### config.mk
export PLATFORM = sky130hd
export DESIGN_NAME = pwrfail_guard
export DESIGN_NICKNAME = d
export VERILOG_FILES = /design/src/rtl/pwrfail_guard_pkg.sv /design/src/rtl/pfg_flag_filter.sv /design/src/rtl/pfg_recovery_timer.sv /design/src/rtl/pwrfail_guard.sv
export SDC_FILE = /design/constraint.sdc
export NUM_CORES = 1
export LEC_CHECK = 0
export BUFFER_PORTS_ARGS = -buffer_cell sky130_fd_sc_hd__buf_2
export CAP_MARGIN = 20
export CORE_AREA = 5 5 49 51
export CTS_CLUSTER_DIAMETER = 120
export CTS_CLUSTER_SIZE = 24
export DETAILED_ROUTE_END_ITERATION = 6
export DIE_AREA = 0 0 54 56
export PLACE_DENSITY_LB_ADDON = 0.3
export SETUP_SLACK_MARGIN = 0.1
export SYNTH_ARGS = -nofsm -noshare
export SYNTH_HDL_FRONTEND = slang
export SYNTH_SLANG_ARGS = --single-unit
export TNS_END_PERCENT = 10
### constraint.sdc
create_clock -name clk -period 2.55 [get_ports clk]
set_clock_uncertainty 0.15 [all_clocks]
set_input_delay 0.51 -clock clk [delete_from_list [all_inputs] [get_ports clk]]
set_output_delay 0.51 -clock clk [all_outputs]
set_load 0.005 [all_outputs]
### src/rtl/pwrfail_guard_pkg.sv
package pwrfail_guard_pkg;

  typedef enum logic [2:0] {
    PG_OFF    = 3'd0,
    PG_RETAIN = 3'd1,
    PG_PROT   = 3'd2,
    PG_RECOV  = 3'd3,
    PG_NORMAL = 3'd4
  } pg_state_e;

  // counter width able to hold the value n
  function automatic int cnt_bits(input int n);
    return (n < 2) ? 1 : $clog2(n + 1);
  endfunction

endpackage

### src/rtl/pfg_flag_filter.sv
module pfg_flag_filter #(
  parameter int DEB_CYC = 4
) (
  input  logic clk,
  input  logic rst_n,
  input  logic raw_i,
  output logic flag_o
);
  localparam int CW = pwrfail_guard_pkg::cnt_bits(DEB_CYC);
  localparam logic [CW-1:0] LAST = CW'(DEB_CYC - 1);

  logic [1:0]    sync_q;
  logic [CW-1:0] run_q;
  logic          flag_q;
  logic          sync_hi;
  logic          settled;

  assign sync_hi = sync_q[1];
  assign settled = (run_q == LAST);

  always_ff @(posedge clk or negedge rst_n) begin
    if (!rst_n) begin
      sync_q <= '0;
      run_q  <= '0;
      flag_q <= 1'b0;
    end else begin
      sync_q <= {sync_q[0], raw_i};
      if (!sync_hi) begin
        flag_q <= 1'b0;          // fail-safe: drops pass at once
        run_q  <= '0;
      end else if (!flag_q) begin
        if (settled) begin
          flag_q <= 1'b1;
          run_q  <= '0;
        end else begin
          run_q <= run_q + 1'b1;
        end
      end
    end
  end

  assign flag_o = flag_q;

  assert_fast_drop_R2: assert property (@(posedge clk) disable iff (!rst_n)
    !sync_hi |=> !flag_q);
  assert_rise_needs_run_R3: assert property (@(posedge clk) disable iff (!rst_n)
    $rose(flag_q) |-> $past(sync_hi));
endmodule

### src/rtl/pfg_recovery_timer.sv
module pfg_recovery_timer #(
  parameter int HOLD_CYC = 10,
  parameter int REC_CYC  = 40
) (
  input  logic clk,
  input  logic rst_n,
  input  logic run_i,
  output logic hold_done_o,
  output logic rec_done_o
);
  localparam int CW = pwrfail_guard_pkg::cnt_bits(REC_CYC);
  localparam logic [CW-1:0] REC_LAST = CW'(REC_CYC - 1);
  localparam logic [CW-1:0] HOLD_AT  = CW'(HOLD_CYC);

  logic [CW-1:0] cnt_q;

  assign rec_done_o  = run_i && (cnt_q == REC_LAST);
  assign hold_done_o = run_i && (cnt_q >= HOLD_AT);

  always_ff @(posedge clk or negedge rst_n) begin
    if (!rst_n)            cnt_q <= '0;
    else if (!run_i)       cnt_q <= '0;   // any exit restarts the interval
    else if (!rec_done_o)  cnt_q <= cnt_q + 1'b1;
  end

  assert_hold_before_rec_R4: assert property (@(posedge clk) disable iff (!rst_n)
    rec_done_o |-> hold_done_o);
  assert_restart_R6: assert property (@(posedge clk) disable iff (!rst_n)
    !run_i |=> !hold_done_o);
endmodule

### src/rtl/pwrfail_guard.sv
module pwrfail_guard #(
  parameter int DEB_CYC  = 4,
  parameter int HOLD_CYC = 10,
  parameter int REC_CYC  = 40
) (
  input  logic clk,
  input  logic rst_n,
  input  logic wp_ok_raw,
  input  logic sw_ok_raw,
  input  logic host_ce,
  input  logic host_we,
  input  logic host_oe,
  output logic arr_ce,
  output logic arr_we,
  output logic arr_oe,
  output logic wr_block,
  output logic out_hiz,
  output logic batt_sel,
  output logic seal_open
);
  import pwrfail_guard_pkg::*;
  localparam int NFLAG = 2;

  logic [NFLAG-1:0] raw_v, filt_v;
  logic wp_f, sw_f;
  logic hold_done, rec_done, in_recov;
  pg_state_e state_q, state_d;
  logic seal_q;

  assign raw_v = {sw_ok_raw, wp_ok_raw};

  for (genvar g = 0; g < NFLAG; g++) begin : g_flag
    pfg_flag_filter #(.DEB_CYC(DEB_CYC)) u_filt (
      .clk(clk), .rst_n(rst_n), .raw_i(raw_v[g]), .flag_o(filt_v[g]));
  end

  assign wp_f = filt_v[0];
  assign sw_f = filt_v[1];
  assign in_recov = (state_q == PG_RECOV);

  pfg_recovery_timer #(.HOLD_CYC(HOLD_CYC), .REC_CYC(REC_CYC)) u_tmr (
    .clk(clk), .rst_n(rst_n), .run_i(in_recov),
    .hold_done_o(hold_done), .rec_done_o(rec_done));

  always_comb begin
    state_d = state_q;
    if (!sw_f)      state_d = seal_q ? PG_RETAIN : PG_OFF;
    else if (!wp_f) state_d = PG_PROT;
    else begin
      case (state_q)
        PG_NORMAL: state_d = PG_NORMAL;
        PG_RECOV:  state_d = rec_done ? PG_NORMAL : PG_RECOV;
        default:   state_d = PG_RECOV;
      endcase
    end
  end

  always_ff @(posedge clk or negedge rst_n) begin
    if (!rst_n) begin
      state_q <= PG_OFF;
      seal_q  <= 1'b0;
    end else begin
      state_q <= state_d;
      if (wp_f && sw_f) seal_q <= 1'b1;
    end
  end

  assign wr_block  = (state_q != PG_NORMAL);
  assign out_hiz   = !((state_q == PG_NORMAL) || hold_done);
  assign batt_sel  = (state_q == PG_RETAIN);
  assign seal_open = seal_q;

  assign arr_ce = host_ce && !out_hiz;
  assign arr_we = host_ce && host_we && !wr_block;
  assign arr_oe = host_ce && host_oe && !host_we && !out_hiz;

  assert_seal_sticky_R7: assert property (@(posedge clk) disable iff (!rst_n)
    $past(seal_q) |-> seal_q);
  assert_batt_needs_seal_R8: assert property (@(posedge clk) disable iff (!rst_n)
    batt_sel |-> seal_q);
  assert_release_after_timer_R5: assert property (@(posedge clk) disable iff (!rst_n)
    (state_q == PG_NORMAL && $past(state_q) != PG_NORMAL) |-> $past(rec_done));
  assert_lock_on_loss_R2: assert property (@(posedge clk) disable iff (!rst_n)
    !wp_f |=> state_q != PG_NORMAL);
  assert_no_write_unsealed_R9: assert property (@(posedge clk) disable iff (!rst_n)
    arr_we |-> seal_q);
  assert_low_sw_wins_R10: assert property (@(posedge clk) disable iff (!rst_n)
    !sw_f |=> (state_q == PG_OFF || state_q == PG_RETAIN));
endmodule

======== Word-level counts from Yosys, hierarchy flattened ========
Index checks and enable logic that the tools add are counted.
storage, ports and cells
  output and inout port bits .............. 7
  register bits after elaboration ......... 22
  word-level logic and storage cells ...... 55
  latch bits .............................. 0
  memory bits (read-only) ................. 0
  input bits .............................. 7
  RAM bits ................................ 0
  memories kept ........................... 0
cells by class
  equal/unequal tests ..................... 10
  div/mod/pow operators ................... 0
  reduce and logical (&&, ||, !) cells .... 13
  magnitude comparators ................... 1
  $add $sub $neg .......................... 3
  multipliers ............................. 0
  mux-type cells .......................... 19
  shifts and indexed selects .............. 0
  bitwise operators ....................... 0
operator list
  kind                                                                number
  two-way mux 3 bit                                                   9
  two-way mux 6 bit                                                   2
  equality test 3 x 2 -> 1 bit (second input constant)                3
  logical AND 1 bit                                                   9
  two-way mux 1 bit                                                   7
  adder 3 x 1 -> 3 bit (second input constant)                        2
  adder 6 x 1 -> 6 bit (second input constant)                        1
  equality test 6 bit (second input constant)                         1
  greater-or-equal comparator 6 x 4 -> 1 bit (second input constant)  1
  != test 2 bit (second input constant)                               3
  one-hot mux 3 bit (2 select lines)                                  1
  equality test 3 x 1 -> 1 bit (second input constant)                1
  equality test 3 bit (second input constant)                         1
  zero test 1 bit                                                     3
  != test 3 bit (second input constant)                               1
  logical OR 1 bit                                                    1

======== Longest topological paths before layout ========
  word-level depth ........................ 6
  gate-level depth with buffers ........... 5

======== Hierarchy ========
Synthesis repeated with hierarchy kept, for this count alone.
unflattened totals
  cells, all modules ...................... 90
  area total of the unflattened synthesis .. 1,002.2 µm²
by module, submodules not included
  module                               times used  cells each  seq. area each (µm²)  area each (µm²)
  pfg_recovery_timer                   1           35          150.1                 329.1
  pfg_flag_filter at g_flag[0].u_filt  1           18          150.1                 234.0
  pfg_flag_filter at g_flag[1].u_filt  1           18          150.1                 232.7
  pwrfail_guard                        1           19          100.1                 206.4

======== Worst setup path before layout ========
No wires, ideal clock.
  path kind ............................... register to output
  from .................................... register u_tmr.cnt_q[0]
  to ...................................... output out_hiz
  arrival ................................. 1.118 ns
  setup slack ............................. 0.772 ns
  data required time ...................... 1.890 ns
  stages on the path, launching flop included .. 6
  path buffers ............................ 0
  cells stage by stage .................... dfrtp_1 inv_1 ha_1 o31ai_1 a21o_1 and2_1
between the ends
  longest elaborated chain between the ends .. 4
ends and longest elaborated chain
  element                                     RTL line                  source
  from (decl)                                 pfg_recovery_timer.sv:15  logic [CW-1:0] cnt_q;
  from (signal assigned)                      pfg_recovery_timer.sv:23  else if (!rec_done_o) cnt_q <= cnt_q + 1'b1;
  greater-or-equal comparator 6 x 4 -> 1 bit  pfg_recovery_timer.sv:18  assign hold_done_o = run_i && (cnt_q >= HOLD_AT);
  logical AND 1 bit                           pfg_recovery_timer.sv:18
  logical OR 1 bit                            pwrfail_guard.sv:69       assign out_hiz = !((state_q == PG_NORMAL) || hold_done);
  zero test 1 bit                             pwrfail_guard.sv:69
  to (decl)                                   pwrfail_guard.sv:17       output logic out_hiz,
Every way passes these cells.

======== Worst setup path in the final report ========
Same ends and word-level chain as after synthesis.

==> flow_metrics.py <==
metrics = {
    "outcome": {
        "status": "completed",
    },
    "worst_setup_path": {
        "start_kind": "flip-flop",
        "endpoint": "out_hiz",
        "r2r-end": "u_tmr.cnt_q[1]$_DFFE_PN0P_",
        "worst_setup_path_end_kind": "output pin",
        "cp_data_required_time_ns": 1.89,
        "crit_cells": 6,
        "critPathArrivalTime_ns": 1.64,
        "worstPathMaxFanout": 3,
        "worstRegToRegCells": 4,
        "crit_start": "u_tmr.cnt_q[0]$_DFFE_PN0P_",
        "crit_chain": "inv_1 > ha_1 > o31ai_1 > a21o_1 > and2_1 > buf_2",
        "path_class": "flip-flop to output pin",
        "critPathBufInv": 2,
        "critPathSlowestCell": "dfrtp_1",
        "reg2reg_slack_ns": 1.00,
        "max_stage_delay_ns": 0.41,
        "r2r_start": "u_tmr.cnt_q[1]$_DFFE_PN0P_",
        "crit_family": "compound AO/OA/AOI/OAI gates",
    },
    "power": {
        "p_total_mw": 0.781,
        "ir_drop_mv": 0.382,
        "power_frac_clock_pct": 33.8,
        "p_leak_nw": 0.544,
        "internal-power_mw": 0.600,
        "power_switching_mw": 0.182,
        "p_seq_share_pct": 53.6,
        "p_comb_share_pct": 12.6,
        "pwr_density_cell_mw_per_mm2": 675,
        "p_sw_share_pct": 23.2,
    },
    "final_layout": {
        "antenna-diode-count": 0,
        "area_growth_pct": 15.2,
        "drive_above_1_share_pct": 20.0,
        "nFillCells": 152,
        "fin_cells": 132,
        "nets": 117,
    },
    "sta": {
        "setup_viol": 0,
        "rsz0062_at_grt": "no",
        "drv_slew": 0,
        "hold_slack_ns": 0.149,
        "worst_slack_ns": 0.249,
        "maxSlewHeadroom_pct": 68.2,
        "timing.setup.tns_ns": 0,
        "max_freq_mhz": 435,
        "finalHoldViolCount": 0,
        "worst_slew_pin_slew_ns": 0.477,
        "fin_crit_sh_pct": 90.2,
        "min_period_ns": 2.30,
    },
    "synth": {
        "synth-xor-area-share_pct": 1.74,
        "ys_seq_elements": 22,
        "yosysWarnings": 0,
        "synth_area_leaders": "dfrtp_1 55%, ha_1 5.0%, nand2_1 3.7%, a21oi_1 3.0%, a21boi_0 3.0%",
        "synth_top_family_by_area": "simple AND/OR/NAND/NOR gates",
        "synth_simple_gate_area_share_pct": 20.3,
        "synth_area_mm2": 0.00100,
        "syn_inst": 89,
        "seq_area_frac_synth_pct": 54.8,
        "synth_compound_area_share_pct": 14.8,
        "synthAdderAreaFrac_pct": 4.98,
        "synth_area_per_cell_um2": 11.3,
        "synthesis.nets": 100,
        "synth.distinct_cells": 33,
        "synth.area.mux_share_pct": 0.996,
        "synth_top_area_cell": "dfrtp_1",
        "synth.top_cell.area_share_pct": 54.8,
    },
    "clock_tree": {
        "cts_made_buffers": 3,
        "cts-root-buf": "clkbuf_4",
        "clk_latency_ns": 0.30,
        "path_clk_slew_ns": 0.12,
        "clock_sinks": 22,
        "clock_path_buffers": 2,
        "post_cts_resized": 0,
        "cts-htree-levels": 1,
        "cts_tree": "built",
    },
    "flow_run": {
        "maxCapViolations": 0,
    },
    "floorplanning": {
        "ios": 14,
        "core_area_mm2": 0.00190,
        "die_y_um": 56,
        "start_util_pct": 52.8,
        "row_count": 16,
        "die_w_um": 54,
        "dieArea_mm2": 0.00302,
    },
    "detailed_routing": {
        "viasPerCell": 5.08,
        "detail-route-antenna-nets": 0,
        "drtPass1Iterations": 4,
        "num_vias": 670,
        "wl_per_cell_um": 11.6,
        "totalWireLength_um": 1540,
        "first_iter_violations": 3,
        "drc": 0,
    },
    "placement": {
        "pre_cts_slack_ns": 0.609,
        "port_buffers": 13,
        "dp.cells": 127,
        "place.gp.congestion": 0.816,
        "dp_hpwl_um": 1120,
    },
    "min_path": {
        "hold_path.class": "primary input to flip-flop",
        "holdPathStages": 1,
    },
    "grt": {
        "antenna_found_initial": 0,
        "grt_pass1_vias": 657,
        "grtUsageTotal_pct": 11.8,
        "grt_max_degree": 23,
        "grt_overflow": 0,
        "grt_pass1_wl_um": 2680,
    },
}
## what timing repair did
item / 4_1_cts / 5_1_grt
hold buffers: 1 / 0
setup buffers: 0 / 0
endpoints found under the hold margin: 13 / 0
## worst reg2reg max path, stage by stage (launching register included)
cell and delay (ns):
dfrtp_1 0.45, ha_1 0.27, and4bb_1 0.26, nand2_1 0.12, a211oi_2 0.23
## metrics by stage
stage                     utilization, %  instance area [um2]
final                               60.9                 1160
after global routing                60.9                 1160
after CTS                           60.9                 1160
after detailed placement            57.6                 1090
after global placement              57.6                 1090
after floorplan                        -                 1000
## cell families (layout without fill, tap and decap cells)
logic type,count (synthesis),in the layout
flops,22,22
buf+inv,6,22
xor+xnor,2,2
fa+ha+maj,4,4
compound gates,20,20
simple gates,34,34
mux,1,1
## sequential cells by signal, indices dropped and copies added, names as in the netlist
name                  count
g_flag.u_filt.run_q       6
g_flag.u_filt.flag_o      2
g_flag.u_filt.sync_q      4
state_q                   3
seal_open                 1
u_tmr.cnt_q               6
## worst min-delay path by stage
| stage | end | slack [ns] | start |
|---|---|---|---|
| after floorplan | g_flag[0].u_filt.flag_o$_DFF_PN0_ | 0.06 | rst_n |
| after global placement | g_flag[0].u_filt.sync_q[1]$_DFF_PN0_ | 0.18 | g_flag[0].u_filt.sync_q[0]$_DFF_PN0_ |
| after detailed placement | g_flag[1].u_filt.sync_q[1]$_DFF_PN0_ | 0.19 | g_flag[1].u_filt.sync_q[0]$_DFF_PN0_ |
| after CTS | g_flag[0].u_filt.sync_q[0]$_DFF_PN0_ | 0.14 | wp_ok_raw |
| after global routing | g_flag[0].u_filt.sync_q[0]$_DFF_PN0_ | 0.14 | wp_ok_raw |
| final | g_flag[1].u_filt.sync_q[0]$_DFF_PN0_ | 0.15 | sw_ok_raw |
## cells in the final DEF (no fill, tap or decap), drive strengths merged
| master | Yosys | final |
|---|---|---|
| dfrtp | 22 | 22 |
| buf | 1 | 13 |
| nand2 | 10 | 10 |
| a21oi | 6 | 6 |
| inv | 4 | 4 |
| a21boi | 4 | 4 |
| ha | 4 | 4 |
| nor3b | 3 | 3 |
| nor2 | 3 | 3 |
| nor2b | 3 | 3 |
| or3 | 3 | 3 |
| clkbuf | 1 | 3 |
| nand3b | 3 | 3 |
| nand3 | 3 | 3 |
| o21a | 2 | 2 |
| xor2 | 2 | 2 |
| o31ai | 2 | 2 |
| or3b | 1 | 1 |
| nand4b | 1 | 1 |
| o22ai | 1 | 1 |
| a21o | 1 | 1 |
| and2 | 1 | 1 |
| and2b | 1 | 1 |
| and4bb | 1 | 1 |
| o21bai | 1 | 1 |
| a31oi | 1 | 1 |
| o21ai | 1 | 1 |
| nor3 | 1 | 1 |
| a211oi | 1 | 1 |
| mux2i | 1 | 1 |
| bufinv | 0 | 1 |
| dlygate4sd3 | 0 | 1 |
## metal layers
layer | up-vias | part of all wire (%) | GRT usage (%)
li1 | 345 | - | -
met1 | 307 | 48 | 15.2
met2 | 16 | 44 | 18.0
met3 | 2 | 6.8 | 4.02
met4 | 0 | 0.78 | 4.27
met5 | - | 0 | 0
## power by group through the flow
stage | combinational [mW] | sequential (mW) | clock [mW]
after detailed placement | 0.0996 | 0.426 | 0
after global routing | 0.116 | 0.424 | 0.282
after global placement | 0.0958 | 0.424 | 0
after floorplan | 0.0678 | 0.418 | 0
final | 0.0986 | 0.418 | 0.264
after CTS | 0.101 | 0.419 | 0.272
## synth_stat cells
cell and count:
inv_1 4, o21ai_0 1, or3_1 3, clkbuf_1 1
nand3_2 1, a21oi_1 6, o21a_1 2, nor2_1 3
a211oi_2 1, o22ai_1 1, xor2_1 2, nor3_1 1
nand3b_1 2, a21o_1 1, o21bai_1 1, ha_1 4
or3b_1 1, a31oi_1 1, mux2i_1 1, and2_1 1
nor2b_1 3, nand3_1 2, nand3b_2 1, nor3b_1 3
o31ai_1 1, dfrtp_1 22, nand4b_1 1, buf_2 1
and2b_1 1, and4bb_1 1, nand2_1 10, o31ai_4 1
a21boi_0 4
## final cells by class
type / instances / area [um2] / area share, %
clock buffer: 3 / 22.5 / 1.95
tap: 27 / 33.8 / 2.92
sequential: 22 / 551 / 47.6
timing repair buffer: 14 / 75.1 / 6.49
inverter: 4 / 15.0 / 1.30
clock inverter: 1 / 30.0 / 2.59
multi-input combinational: 61 / 430 / 37.2
Power figures use the tool's default switching activity.
